## config.mk

```make
export PLATFORM = sky130hd
export DESIGN_NAME = fault_escalator
export DESIGN_NICKNAME = d
export VERILOG_FILES = /design/src/rtl/fault_escalator_pkg.sv /design/src/rtl/desc_locator.sv /design/src/rtl/esc_sequencer.sv /design/src/rtl/fault_escalator.sv
export SDC_FILE = /design/constraint.sdc
export NUM_CORES = 1
export LEC_CHECK = 0
export ABC_AREA = 1
export BUFFER_PORTS_ARGS = -buffer_cell sky130_fd_sc_hd__buf_2
export CELL_PAD_IN_SITES_DETAIL_PLACEMENT = 2
export CELL_PAD_IN_SITES_GLOBAL_PLACEMENT = 2
export CORE_ASPECT_RATIO = 0.8
export CORE_MARGIN = 1.5
export CORE_UTILIZATION = 26
export CTS_CLUSTER_SIZE = 25
export DETAILED_ROUTE_END_ITERATION = 10
export PLACE_DENSITY_LB_ADDON = 0.1
export REMOVE_ABC_BUFFERS = 1
export SYNTH_ARGS = -nofsm -noshare
export SYNTH_HDL_FRONTEND = slang
export SYNTH_SLANG_ARGS = --single-unit
```

## constraint.sdc

```tcl
create_clock -name clk -period 3.3 [get_ports clk]
set_clock_uncertainty 0.2 [all_clocks]
set_input_delay 0.66 -clock clk [delete_from_list [all_inputs] [get_ports clk]]
set_output_delay 0.66 -clock clk [all_outputs]
set_load 0.005 [all_outputs]
```

## src/rtl/fault_escalator_pkg.sv

```systemverilog
package fault_escalator_pkg;

    typedef enum logic [2:0] {
        ESC_IDLE     = 3'd0,
        ESC_DELIVER  = 3'd1,
        ESC_GP       = 3'd2,
        ESC_DF       = 3'd3,
        ESC_SHUTDOWN = 3'd4
    } esc_state_e;

    localparam int DEFAULT_GP_VEC = 13;
    localparam int DEFAULT_DF_VEC = 8;

endpackage

```

## src/rtl/desc_locator.sv

```systemverilog
module desc_locator #(
    parameter int ADDR_W     = 32,
    parameter int LIM_W      = 16,
    parameter int VEC_W      = 8,
    parameter int DESC_SHIFT = 3
) (
    input  logic [ADDR_W-1:0] base_i,
    input  logic [LIM_W-1:0]  limit_i,
    input  logic [VEC_W-1:0]  vec_i,
    output logic [ADDR_W-1:0] addr_o,
    output logic              in_range_o
);
    localparam int SPAN_W = VEC_W + DESC_SHIFT;
    localparam int CMP_W  = ((SPAN_W > LIM_W) ? SPAN_W : LIM_W) + 1;
    localparam logic [CMP_W-1:0] TAIL = CMP_W'((1 << DESC_SHIFT) - 1);

    logic [CMP_W-1:0] first_byte;
    logic [CMP_W-1:0] last_byte;
    logic [CMP_W-1:0] limit_ext;

    always_comb begin
        first_byte = CMP_W'(vec_i) << DESC_SHIFT;
        last_byte  = first_byte | TAIL;
        limit_ext  = CMP_W'(limit_i);
        in_range_o = (last_byte <= limit_ext);
        addr_o     = base_i + ADDR_W'(first_byte);
    end
endmodule

```

## src/rtl/esc_sequencer.sv

```systemverilog
module esc_sequencer
    import fault_escalator_pkg::*;
#(
    parameter int ADDR_W = 32,
    parameter int VEC_W  = 8,
    parameter int GP_VEC = DEFAULT_GP_VEC,
    parameter int DF_VEC = DEFAULT_DF_VEC
) (
    input  logic              clk,
    input  logic              rst_n,
    input  logic              req_valid_i,
    input  logic [VEC_W-1:0]  req_vec_i,
    input  logic              in_range_i,
    input  logic [ADDR_W-1:0] desc_addr_i,
    input  logic              fetch_done_i,
    input  logic              fetch_err_i,
    output logic [VEC_W-1:0]  cur_vec_o,
    output logic              fetch_req_o,
    output logic              dlv_valid_o,
    output logic [VEC_W-1:0]  dlv_vec_o,
    output logic [ADDR_W-1:0] dlv_addr_o,
    output logic              shutdown_cycle_o,
    output logic              sys_reset_req_o
);
    localparam logic [VEC_W-1:0] GP_V = VEC_W'(GP_VEC);
    localparam logic [VEC_W-1:0] DF_V = VEC_W'(DF_VEC);

    typedef struct packed {
        esc_state_e         st;
        logic [VEC_W-1:0]   vec;
        logic               dlv_v;
        logic [VEC_W-1:0]   dlv_vec;
        logic [ADDR_W-1:0]  dlv_addr;
        logic               sd_pulse;
    } seq_regs_t;

    localparam seq_regs_t RESET_VAL = '{
        st: ESC_IDLE, vec: '0, dlv_v: 1'b0, dlv_vec: '0,
        dlv_addr: '0, sd_pulse: 1'b0
    };

    seq_regs_t regs_q, regs_d;
    logic      escalate;
    logic      deliver;
    logic      fetch_req;

    always_comb begin
        regs_d          = regs_q;
        regs_d.dlv_v    = 1'b0;
        regs_d.sd_pulse = 1'b0;
        fetch_req       = 1'b0;
        escalate        = 1'b0;
        deliver         = 1'b0;

        case (regs_q.st)
            ESC_IDLE: begin
                if (req_valid_i) begin
                    regs_d.st  = ESC_DELIVER;
                    regs_d.vec = req_vec_i;
                end
            end
            ESC_DELIVER, ESC_GP, ESC_DF: begin
                if (!in_range_i) begin
                    escalate = 1'b1;
                end else begin
                    fetch_req = 1'b1;
                    if (fetch_done_i) begin
                        if (fetch_err_i) escalate = 1'b1;
                        else             deliver  = 1'b1;
                    end
                end
            end
            ESC_SHUTDOWN: begin
                regs_d.st = ESC_SHUTDOWN;
            end
            default: begin
                regs_d.st = ESC_IDLE;
            end
        endcase

        if (deliver) begin
            regs_d.dlv_v    = 1'b1;
            regs_d.dlv_vec  = regs_q.vec;
            regs_d.dlv_addr = desc_addr_i;
            regs_d.st       = ESC_IDLE;
        end

        if (escalate) begin
            case (regs_q.st)
                ESC_DELIVER: begin
                    regs_d.st  = ESC_GP;
                    regs_d.vec = GP_V;
                end
                ESC_GP: begin
                    regs_d.st  = ESC_DF;
                    regs_d.vec = DF_V;
                end
                ESC_DF: begin
                    regs_d.st       = ESC_SHUTDOWN;
                    regs_d.sd_pulse = 1'b1;
                end
                default: begin
                    regs_d.st = ESC_IDLE;
                end
            endcase
        end
    end

    always_ff @(posedge clk) begin
        if (!rst_n) regs_q <= RESET_VAL;
        else        regs_q <= regs_d;
    end

    assign cur_vec_o        = regs_q.vec;
    assign fetch_req_o      = fetch_req;
    assign dlv_valid_o      = regs_q.dlv_v;
    assign dlv_vec_o        = regs_q.dlv_vec;
    assign dlv_addr_o       = regs_q.dlv_addr;
    assign shutdown_cycle_o = regs_q.sd_pulse;
    assign sys_reset_req_o  = (regs_q.st == ESC_SHUTDOWN);
endmodule

```

## src/rtl/fault_escalator.sv

```systemverilog
module fault_escalator
    import fault_escalator_pkg::*;
#(
    parameter int ADDR_W     = 32,
    parameter int LIM_W      = 16,
    parameter int VEC_W      = 8,
    parameter int DESC_SHIFT = 3,
    parameter int GP_VEC     = DEFAULT_GP_VEC,
    parameter int DF_VEC     = DEFAULT_DF_VEC
) (
    input  logic              clk,
    input  logic              rst_n,
    input  logic [ADDR_W-1:0] tbl_base_i,
    input  logic [LIM_W-1:0]  tbl_limit_i,
    input  logic              req_valid_i,
    input  logic [VEC_W-1:0]  req_vec_i,
    output logic              fetch_req_o,
    output logic [ADDR_W-1:0] fetch_addr_o,
    input  logic              fetch_done_i,
    input  logic              fetch_err_i,
    output logic              dlv_valid_o,
    output logic [VEC_W-1:0]  dlv_vec_o,
    output logic [ADDR_W-1:0] dlv_addr_o,
    output logic              shutdown_cycle_o,
    output logic              sys_reset_req_o
);
    logic [VEC_W-1:0]  cur_vec;
    logic [ADDR_W-1:0] desc_addr;
    logic              in_range;

    desc_locator #(
        .ADDR_W(ADDR_W), .LIM_W(LIM_W), .VEC_W(VEC_W), .DESC_SHIFT(DESC_SHIFT)
    ) u_locator (
        .base_i    (tbl_base_i),
        .limit_i   (tbl_limit_i),
        .vec_i     (cur_vec),
        .addr_o    (desc_addr),
        .in_range_o(in_range)
    );

    esc_sequencer #(
        .ADDR_W(ADDR_W), .VEC_W(VEC_W), .GP_VEC(GP_VEC), .DF_VEC(DF_VEC)
    ) u_seq (
        .clk             (clk),
        .rst_n           (rst_n),
        .req_valid_i     (req_valid_i),
        .req_vec_i       (req_vec_i),
        .in_range_i      (in_range),
        .desc_addr_i     (desc_addr),
        .fetch_done_i    (fetch_done_i),
        .fetch_err_i     (fetch_err_i),
        .cur_vec_o       (cur_vec),
        .fetch_req_o     (fetch_req_o),
        .dlv_valid_o     (dlv_valid_o),
        .dlv_vec_o       (dlv_vec_o),
        .dlv_addr_o      (dlv_addr_o),
        .shutdown_cycle_o(shutdown_cycle_o),
        .sys_reset_req_o (sys_reset_req_o)
    );

    assign fetch_addr_o = desc_addr;
endmodule

```

After elaboration in Yosys (flattened, before gate mapping)
Index checks and enable logic that the tools add are counted.
{"block": "word_totals", "reg_bits": 53, "elab_cells": 37}
{"block": "op_classes", "n_addsub": 1, "order_cmp": 1, "n_eq_ne": 6, "n_mux": 19, "reduce_logical": 4}
{"cell": "41-bit two-way mux", "n": 1}
{"cell": "32-bit by 11-bit adder with 32-bit output", "n": 1}
{"cell": "11-bit two-way mux", "n": 2}
{"cell": "3-bit one-hot mux with 3 select lines", "n": 2}
{"cell": "11-bit by 16-bit less-or-equal comparator with 1-bit output", "n": 1}
{"cell": "8-bit one-hot mux with 2 select lines", "n": 1}
{"cell": "1-bit two-way mux", "n": 11}
{"cell": "8-bit two-way mux", "n": 1}
{"cell": "3-bit by 2-bit equality test with 1-bit output (second input constant)", "n": 2}
{"cell": "4-bit by 2-bit inequality test with 1-bit output (second input constant)", "n": 1}
{"cell": "2-bit AND reduction", "n": 2}
{"cell": "3-bit by 1-bit equality test with 1-bit output (second input constant)", "n": 1}
{"cell": "3-bit equality test (second input constant)", "n": 1}
{"cell": "3-bit logical NOT", "n": 1}
{"cell": "3-bit two-way mux", "n": 1}
{"cell": "3-bit by 1-bit inequality test with 1-bit output (second input constant)", "n": 1}
{"cell": "3-bit OR reduction", "n": 1}

Longest topological paths before layout
Gate-level depths: netlist of the first run.
{"block": "depth", "depth_word": 6, "mapped_depth": 15, "mapped_depth_nobuf": 15}

Modules after synthesis
Synthesis of the first run repeated with hierarchy kept, for this count alone.
{"block": "unflattened", "cells_unflattened": 627, "hier_area_um2": 4025.1}
{"module": "esc_sequencer", "instances": 1, "cells_each": 310, "area_each_um2": 2427.3, "seq_area_each_um2": 1061.0}
{"module": "desc_locator", "instances": 1, "cells_each": 317, "area_each_um2": 1597.8, "seq_area_each_um2": 0.0}

Least setup slack after synthesis of the first run
Ideal clock, no wire load.
{"block": "synth_timing", "path_kind": "input to output", "from": "in tbl_base_i[3]", "to": "out fetch_addr_o[17]", "t_arrival_ns": 2.093, "required_ns": 2.440, "path_slack_ns": 0.347, "stages": 10, "n_path_buf": 0, "path_cell_list": "ha_1 > inv_1 > fa_1 > nand3b_1 > nand2_1 > nand3_2 > nand2_4 > nand2_2 > nor2_2 > xor2_1"}
{"block": "synth_via", "elab_chain_cells": 1}
{"item": "start: declaration", "line_no": "fault_escalator.sv:13", "source": "input logic [ADDR_W-1:0] tbl_base_i,"}
{"item": "32-bit by 11-bit adder with 32-bit output", "line_no": "desc_locator.sv:26", "source": "addr_o = base_i + ADDR_W'(first_byte);"}
{"item": "end: declaration", "line_no": "fault_escalator.sv:18", "source": "output logic [ADDR_W-1:0] fetch_addr_o,"}
No other way between the ends.

Worst setup path after layout of the first run
{"block": "layout_timing", "from": "in tbl_base_i[3]", "to": "out fetch_addr_o[21]"}
Same word-level chain as after synthesis.

==> impl_results.md, run 1 <==
* Status: complete, no violations
* Initial antenna violation count at 0
* DR WL/cell at about 15 um
* Mapped cell area at approximately 3800 um^2
* Clock Path Buffers at 2
* Fin. Hold Viols at 0
* Ys Warns at 0
* Clock transition at the registers of the reported paths at approximately 0.070 ns
* Root buffer cell: clkbuf_16
* Unique masters post-synth at 33
* Routed Antenna Nets at 0
* Via-to-Cell Ratio at 4.441
* Synthesis-stage register bit count at 53
* Initial cell density of the core at 26.50%
* Final period util at a little over nine tenths
* RSZ-0062 raised after global routing: true
* Fmax at just over 0.3 GHz
* GRT Util Overall at about 18%
* CP Launch Type: input port
* Mapped Cells at 577
* Final setup violation count at 0
* Syn avg cell area at between 6 and 7 um^2
* Total wire length at around 13000 um
* Min Clock Period, post-route at 3.205 ns
* Leak Pwr at 2.469 nW
* Sink Count at between 50 and 60
* CTS Hold Bufs at 0
* Synthesized-area fraction occupied by and/or/nand/nor cells at between 30% and 40%
* Worst-Skew Late Latency at 0.30 ns
* Die H at 110.6 um
* H-tree Lvls at 2
* CP max FO at 7
* Grt ovf at 0
* Flop2flop setup slack at between 0.8 and 0.9 ns
* Via count at 3828
* Post-synthesis mux area share at around 1.2%
* Most common cell after layout, fill and taps aside: nand2_1
* Setup CP Type: input port to output port
* DP HPWL at around 11000 um
* Peak VDD IR at between 0.00015 and 0.0002 V
* Largest net degree at the start of global routing at 38
* Worst path required time at 2.44 ns
* Vias in the first global route at around 4000
* Seq/Total Area, Yosys at roughly 28%
* Nets@finish at approximately 760
* TritonCTS buffer count at 5
* Core area at roughly 14000 um^2
* Ant. Diodes at 0
* Share of cells above drive strength 1 at 29.20%
* Worst Path Arrival at 2.35 ns
* Combinational family with the most area after synthesis: simple AND/OR/NAND/NOR gates
* Area Growth Syn to Fin at 22.58%
* Final Core Density at approximately 32%
* # IOs at ~140
* Final Max Slew Viols at 0
* Max Cap Viol at 0
* CTS tree: built
* Endpoint class of the critical path: output port
* Synth Area in Adders at 5.853%
* Residual DRC at 0
* Area share of xor/xnor cells in the synthesized design at 4.357%
* Worst hold path type: flip-flop to flip-flop
* First-pass GRT wire length at ~21000 um
* Worst Tran Pin Value at around 0.49 ns
* Fillers at 1777
* First-pass DRT Iterations at 6
* Floorplan row count at 39
* Most frequent cells in the layout: nand2_1 (173), buf_2 (135), inv_1 (75), nor2_1 (68), dfxtp_1 (52)
* Synth Area in Compound Gates at under 10%
* Initial DRC Count at 118
* Port Buf Inserts at around 140
* PwrDens at 387.6 nW/um^2
* Die Area at approximately 15000 um^2
* Hold slack final at between 0.2 and 0.3 ns
* Routability Congestion at 0.7552
* Width of the die at between 100 and 150 um
* Relative max-transition margin at between 60% and 70%
metal layers:
metal	vias to the layer above	GRT usage (%)	share of wire (%)
met5	-	0	0
met4	0	2.526	0.48
met3	5	3.076	3.9
met2	75	28.60	45
met1	1814	24.82	50
li1	1934	-	-
worst max-delay path: stages:
cell      delay (ns)
buf_6           0.07
ha_4            0.12
inv_2           0.04
fa_2            0.38
nand3b_1        0.18
nand2_2         0.09
nand3_2         0.08
nand2_4         0.15
nand2_4         0.08
nor2_4          0.15
xor2_2          0.20
buf_2           0.14
final cells by class:
| cell class | instances | area (um^2) | share of cell area, % |
|---|---|---|---|
| clock buffers | 5 | 125.1 | 2.713 |
| clock inverters | 3 | 46.29 | 1.004 |
| inverters | 78 | 292.8 | 6.348 |
| multi-input cells | 390 | 2071 | 44.90 |
| flip-flops and latches | 53 | 1062 | 23.03 |
| well taps | 184 | 230.2 | 4.992 |
| repair buffers | 149 | 784.5 | 17.01 |
worst paths after layout:
path                                         from  cells past startpoint                                end
setup / recovery                    tbl_base_i[3]                     12                   fetch_addr_o[21]
hold / removal    u_seq.dlv_vec_o[6]$_SDFFE_PN0N_                      2    u_seq.dlv_vec_o[6]$_SDFFE_PN0N_
setup reg to reg    u_seq.cur_vec_o[2]$_SDFF_PN0_                     13  u_seq.dlv_addr_o[10]$_SDFFE_PN0N_
hold reg to reg   u_seq.dlv_vec_o[6]$_SDFFE_PN0N_                      2    u_seq.dlv_vec_o[6]$_SDFFE_PN0N_
kinds of logic after synthesis:
group | count (synthesis)
DFF | 53
AOI/OAI and AO/OA | 47
and+or+nand+nor | 305
buffers and inverters | 134
adders and majority gates | 17
muxes | 4
xor gates and xnor gates | 17
what timing repair did:
action / CTS / global route
pin swaps: 1 / 9
endpoints found under the setup margin: 2 / 15
setup buffers: 1 / 2
gates resized for setup: 1 / 18
cells in the mapped netlist, drive strengths merged:
library cell	number	area, um^2
a21oi	35	175.2
clkbuf	5	18.77
nand2	184	715.7
a21o	1	7.510
mux2	4	45.04
ha	16	200.2
or2	1	6.260
nor2	70	272.8
o21bai	2	15.01
nand3b	6	45.04
xor2	13	128.9
fa	1	20.02
o21ai	8	43.79
buf	51	395.4
nand3	26	145.1
o211ai	1	7.510
inv	78	292.8
xnor2	4	35.03
dfxtp	53	1061
nor3	10	81.33
nand4	8	50.05
power breakdown:
part	switching (mW)	internal, mW
clock network	0.250	0.360
logic	0.285	0.191
registers	0.0272	0.675
flip-flops by register name (all words and copies together), names as in the netlist:
signal	count
u_seq.dlv_addr_o	32
u_seq.cur_vec_o	8
u_seq.dlv_vec_o	8
u_seq.regs_q	3
u_seq.dlv_valid_o	1
u_seq.shutdown_cycle_o	1
per-stage QoR:
stage,power [mW],setup TNS (ns),instances,area [um^2],setup slack (ns)
2_1_floorplan,0.9581,0,521,3348,0.3352
3_3_place_gp,1.170,0,851,4334,0.02967
3_5_place_dp,1.188,-0.004682,851,4334,-0.004682
4_1_cts,1.822,-0.007748,860,4513,-0.007748
5_1_grt,1.915,-0.02405,862,4612,-0.02075
6_report,1.788,0,862,4612,0.09456
Note: power is estimated with default switching activity, not from simulation.
==> run 2, diff against run 1 <==
Settings changed: CTS_CLUSTER_DIAMETER set to 40, SETUP_SLACK_MARGIN set to 0.4.
==> impl_results.md, run 2 (synthesis gave the netlist of run 1 again) <==
* Status: complete, no violations
* Width of the die at 137.5 um (unchanged)
* Worst Path Arrival at 2.33 ns (-0.02 ns)
* GRT Util Overall at 18.49% (+0.85 points)
* CP Cell Sequence: buf_8 > ha_4 > inv_2 > fa_2 > nand3b_1 > nand2_2 > buf_4 > buf_6 > buf_6 > nand2_2 > nand3_4 > nand3_1 > nand3_2 > nand2_2 > buf_2
* Area Growth Syn to Fin at 36.58%
* Sequential Power Share at 36.9% (-2.4 points)
* Clock Path Buffers at 2 (unchanged)
* Min Clock Period, post-route at 3.190 ns (-0.01585 ns)
* CP Launch Type: input port
* Max Cap Viol at 0 (unchanged)
* TNS Setup at 0 ns (unchanged)
* Share of cells above drive strength 1 at 38.85% (+9.6 points)
* Worst-Skew Late Latency at 0.30 ns (about the same)
* TritonCTS buffer count at 5 (unchanged)
* Critical path's top delay family: simple AND/OR/NAND/NOR gates
* Final Max Slew Viols at 0 (unchanged)
* Highest metal used: met4
* Final period util at 96.65% (-0.48 points)
* CP max FO at 2 (-5)
* Vias in the first global route at 4171 (+3.3%)
* Placed Cells at 851 (unchanged)
* Most frequent cells in the layout: nand2_1 (148), buf_2 (131), inv_1 (73), nor2_1 (62), dfxtp_1 (49)
* Setup CP Type: input port to output port
* Switching pwr at 0.6156 mW (+9.5%)
* Endpoint class of the critical path: output port
* Reg area at 1066 um^2 (+0.35%)
* First-pass DRT Iterations at 6 (unchanged)
* Part of the power in the clock network at 32.2% (-1.9 points)
* Final setup violation count at 0 (unchanged)
* Root buffer cell: clkbuf_16
* Total wire length at 13700 um (+6.5%)
* Combinational Power Share at 30.8% (+4.2 points)
* Leak Pwr at 2.626 nW (+6.3%)
* Ant. Diodes at 0 (unchanged)
* Worst Tran Pin Value at 0.4877 ns (+0.0005795 ns)
* Wire length on met1 at 6497 um (+0.60%)
* Largest net degree at the start of global routing at 38 (unchanged)
* Initial antenna violation count at 0 (unchanged)
* Internal at 1.296 mW (+5.7%)
* Die Area at 15210 um^2 (unchanged)
* Nets@finish at 772 (+2.3%)
* Largest stage delay on the critical path at 0.35 ns (-0.03 ns)
* RSZ-0062 raised after global routing: true
* Via-to-Cell Ratio at 4.477 (+0.81%)
* Via count at 3935 (+2.8%)
* CTS tree: built
* Worst hold path type: flip-flop to flip-flop
* Floorplan row count at 39 (unchanged)
* Residual DRC at 0 (unchanged)
* First-pass GRT wire length at 21980 um (+4.8%)
* Core area at 14200 um^2 (unchanged)
* Peak VDD IR at 0.0001957 V (+0.34%)
* Initial DRC Count at 113 (-4.2%)
* Fin. Hold Viols at 0 (unchanged)
* Relative max-transition margin at 67.44% (about the same)
* Buf+Inv Stages, Crit Path at 6 (+3)
* Routability Congestion at 0.7552 (unchanged)
* Port Buf Inserts at 136 (unchanged)
* CP dominant cell by count: nand2_2
* H-tree Lvls at 2 (unchanged)
* Met3 WL at 535 um (+7.4%)
* DP HPWL at 10670 um (unchanged)
* Max reg flops at 32 (unchanged)
* Fin cells at 879 (+2.0%)
* Worst path required time at 2.44 ns (about the same)
* Fillers at 1741 (-2.0%)
* # IOs at 137 (unchanged)
* Routed Antenna Nets at 0 (unchanged)
* Fmax at 0.3135 GHz (+0.50%)
* Initial cell density of the core at 26.50% (unchanged)
* Die H at 110.6 um (unchanged)
* Grt ovf at 0 (unchanged)
* CTS Hold Bufs at 0 (unchanged)
* Multi-input gate area at 2415 um^2 (+17%)
* Switching share of power at 32.21% (+0.75 points)
* Clock transition at the registers of the reported paths at 0.08 ns (about the same)
* DR WL/cell at 15.58 um (+4.4%)
* Routed met2 length at 6583 um (+13%)
* Sink Count at 53 (unchanged)
* PwrDens at 371.9 nW/um^2 (-4.0%)
* Slowest CP cell: fa_2
* Most common cell after layout, fill and taps aside: nand2_1
==> run 2: power by group through the flow <==
| stage | Sequential [mW] | Combinational (mW) | Clock [mW] |
|---|---|---|---|
| floorplan | 0.711 | 0.247 | 0 |
| global placement | 0.716 | 0.454 | 0 |
| detailed placement | 0.718 | 0.470 | 0 |
| CTS | 0.706 | 0.555 | 0.645 |
| global route | 0.712 | 0.662 | 0.665 |
| finish | 0.706 | 0.589 | 0.616 |
==> run 2: worst register-to-register path, cell delays in order (launching register included) <==
cell and delay [ns]:
dfxtp_2 0.34, buf_4 0.15, ha_1 0.28, nand2_1 0.12
nor2_1 0.05, nand2_1 0.05, nand3_1 0.10, nand2_1 0.09
nand2_1 0.06, nand2_2 0.09, nand3_2 0.13, inv_2 0.41
nand2_1 0.13, a21oi_1 0.15
==> run 2: per-stage QoR <==
step / hold slack (ns) / area (um^2) / utilization, % / worst slack, ns / power, mW
after global placement: 0.2482 / 4334 / 30.52 / 0.02967 / 1.170
after CTS: 0.2724 / 4937 / 34.77 / 0.1129 / 1.906
final: 0.2678 / 5139 / 36.19 / 0.1104 / 1.911
after global routing: 0.2929 / 5139 / 36.19 / -0.006978 / 2.038
after floorplan: 0.2577 / 3348 / - / 0.3352 / 0.9581
after detailed placement: 0.2596 / 4334 / 30.52 / -0.004682 / 1.188
==> run 2: cell type report <==
class | instances | area share, %
tap | 184 | 4.480
inverter | 78 | 5.698
sequential | 53 | 20.75
multi-input combinational | 390 | 46.99
timing repair buffer | 166 | 18.75
clock inverter | 3 | 0.9009
clock buffer | 5 | 2.435
==> run 2: path summary, 6_finish.rpt <==
| path | cells past startpoint | from | to | slack (ns) |
|---|---|---|---|---|
| setup / recovery | 15 | tbl_base_i[3] | fetch_addr_o[25] | 0.11 |
| hold / removal | 2 | u_seq.dlv_vec_o[2]$_SDFFE_PN0N_ | u_seq.dlv_vec_o[2]$_SDFFE_PN0N_ | 0.27 |
| setup reg to reg | 13 | u_seq.cur_vec_o[2]$_SDFF_PN0_ | u_seq.dlv_addr_o[10]$_SDFFE_PN0N_ | 0.87 |
| hold reg to reg | 2 | u_seq.dlv_vec_o[2]$_SDFFE_PN0N_ | u_seq.dlv_vec_o[2]$_SDFFE_PN0N_ | 0.27 |
==> run 2: repair_timing <==
item                       CTS  global route
resized for setup           67            38
buffers inserted            14             6
pin swaps                   30            25
setup endpoints to repair   25            25
==> run 2: routing by layer <==
layer  track usage (%)  up-vias
li1                  -     1962
met1             25.46     1895
met2             30.83       73
met3             3.076        5
met4             2.526        0
met5                 0        -
==> run 3, diff against run 2 <==
Settings changed: CORE_MARGIN 1.5 to 10.
Clock period 3.3 ns to 3 ns, I/O delays scaled along.
==> impl_results.md, run 3 (synthesis gave the netlist of run 1 again) <==
* CTS Hold Bufs at 0 (unchanged)
* Max reg flops at 32 (unchanged)
* Final Max Slew Viols at 0 (unchanged)
* RSZ-0062 raised after global routing: true
* Worst Path Arrival at 2.23 ns (-0.10 ns)
* Port Buf Inserts at 136 (unchanged)
* Routed Antenna Nets at 0 (unchanged)
* Hold slack final at 0.2693 ns (+0.001458 ns)
* PnR worst setup slack at -0.02554 ns (-0.1359 ns)
* Final setup violation count at 7 (+7)
* R2r startpoint: u_seq.cur_vec_o[0]$_SDFF_PN0_
* Sink Count at 53 (unchanged)
* Total wire length at 15270 um (+11%)
* Clock Path Buffers at 2 (unchanged)
* Hold Path Sink: u_seq.dlv_addr_o[1]$_SDFFE_PN0N_
* Hold_sp: u_seq.dlv_addr_o[1]$_SDFFE_PN0N_
* Setup CP Type: flip-flop to output port
* Width of the die at 154.5 um (+12%)
* FF-to-FF path depth at 14 (+1)
* Area Growth Syn to Fin at 44.20%
* Residual DRC at 0 (unchanged)
* Final period util at 100.9%
* TritonCTS buffer count at 5 (unchanged)
* Failing checks: setup timing
* Relative max-transition margin at 71.08% (+3.6 points)
* Worst path required time at 2.20 ns (-0.24 ns)
* Hold Path Cell Cnt at 2 (unchanged)
* Endpoint class of the critical path: output port
* CTS tree: built
* Fmax at between 0.3 and 0.4 GHz
* Largest net degree at the start of global routing at 57 (+50%)
* Die Area at 19710 um^2 (+30%)
* Most frequent cells in the layout: nand2_1 (143), buf_2 (129), inv_1 (72), nor2_1 (65), dfxtp_1 (46)
* Leak Pwr at 2.767 nW (+5.4%)
* CP Launch Type: flip-flop
* Die H at 127.6 um (+15%)
* Floorplan row count at 39 (unchanged)
* Status: complete, but fails checks
* Initial antenna violation count at 1 (+1)
* First-pass GRT wire length at 23820 um (+8.3%)
* Final Core Density at 38.08% (+1.9 points)
* Clock transition at the registers of the reported paths at 0.07 ns (about the same)
* CP max FO at 7 (+5)
* First-pass DRT Iterations at 4 (-2)
* Ant. Diodes at 0 (unchanged)
* Worst Tran Pin Value at 0.4292 ns (-0.05848 ns)
* Worst hold path type: flip-flop to flip-flop
* Fin. Hold Viols at 0 (unchanged)
* Root buffer cell: clkbuf_16
* Max Cap Viol at 0 (unchanged)
* Design Area, Final at 5425 um^2 (+5.6%)
* DP HPWL at 11780 um (+10%)
* Flop2flop setup slack at 0.53 ns (-0.34 ns)
* DR WL/cell at 16.98 um (+9.0%)
* Nets@finish at 792 (+2.6%)
* Via-to-Cell Ratio at 4.447 (-0.66%)
* Min Clock Period, post-route at between 3 and 4 ns
* Vias in the first global route at 4408 (+5.7%)
* GRT Util Overall at 14.88% (-3.6 points)
* Via count at 3998 (+1.6%)
* Core area at 14250 um^2 (+0.34%)
* Peak VDD IR at 0.0002084 V (+6.5%)
* # IOs at 137 (unchanged)
* Worst-Skew Late Latency at 0.31 ns (about the same)
* Area post-placement at 4444 um^2 (+2.5%)
* Routability Congestion at 0.8294 (+9.8%)
* Grt ovf at 0 (unchanged)
* Most common cell after layout, fill and taps aside: nand2_1
* Initial cell density of the core at 26.40% (-0.091 points)
* H-tree Lvls at 2 (unchanged)
* Worst r2r dst: u_seq.dlv_addr_o[19]$_SDFFE_PN0N_
* Share of cells above drive strength 1 at 42.52% (+3.7 points)
* Initial DRC Count at 138 (+22%)
* PwrDens at 385.8 nW/um^2 (+3.7%)
* Fillers at 1719 (-1.3%)
-- run 3: changes by cell type in the layout (fill, tap and decap cells not counted), sizes merged --
cell      previous run  this run
buf                166       186
bufinv               1         0
clkbuf               5         6
clkinv               1         0
clkinvlp             1         2
-- run 3: final cells by class --
| cell class | instances | area, um^2 | share of cell area (%) |
|---|---|---|---|
| Multi-Input combinational cell | 390 | 2516 | 46.38 |
| Timing Repair Buffer | 186 | 1162 | 21.43 |
| Sequential cell | 53 | 1077 | 19.86 |
| Inverter | 78 | 295.3 | 5.443 |
| Tap cell | 184 | 230.2 | 4.244 |
| Clock buffer | 6 | 128.9 | 2.375 |
| Clock inverter | 2 | 15.01 | 0.2768 |
-- run 3: stage by stage --
step | setup WS [ns] | total power [mW] | std cells | TNS [ns]
floorplan | 0.09521 | 1.054 | 521 | 0
global placement | -0.1499 | 1.323 | 864 | -0.9972
detailed placement | -0.1881 | 1.341 | 864 | -1.654
CTS | -0.04487 | 2.058 | 892 | -0.1724
global route | -0.1497 | 2.243 | 899 | -1.460
finish | -0.02554 | 2.093 | 899 | -0.1242
-- run 3: what timing repair did --
item	in CTS	in global routing
endpoints found under the setup margin	30	58
buffers inserted	20	7
resized for setup	80	53
pin swaps	26	33
-- run 3: worst max path at each step --
stage	startpoint	to	slack, ns	cells after the start
global placement	tbl_base_i[3]	fetch_addr_o[19]	-0.15	11
global route	u_seq.cur_vec_o[0]$_SDFF_PN0_	fetch_addr_o[17]	-0.15	11
detailed placement	tbl_base_i[3]	fetch_addr_o[19]	-0.19	11
floorplan	tbl_limit_i[7]	u_seq.dlv_addr_o[15]$_SDFFE_PN0N_	0.1	13
finish	u_seq.cur_vec_o[0]$_SDFF_PN0_	fetch_addr_o[27]	-0.03	11
CTS	u_seq.cur_vec_o[0]$_SDFF_PN0_	fetch_addr_o[21]	-0.04	11
-- run 3: critical path, cell delays in order, from the launching register on --
cell and delay, ns:
dfxtp_4 0.39, ha_4 0.14, inv_2 0.04, fa_2 0.34, nand3b_1 0.18, nand2_2 0.09, nand3_2 0.08, nand2_4 0.14
buf_4 0.14, nand3_4 0.06, xnor2_2 0.19, buf_2 0.14
-- run 3: routing by layer --
metal,GRT usage (%),up-vias,share of wire (%)
met5,0,-,0.11
met4,2.440,2,0.83
met3,4.024,11,5.2
met2,25.20,78,48
met1,18.79,1908,46
li1,-,1999,-
-- run 3: power breakdown --
group / switching, mW / leakage (nW) / internal (mW)
Combinational: 0.392 / 2.27 / 0.331
Clock: 0.284 / 0.0631 / 0.311
Sequential: 0.0333 / 0.434 / 0.744
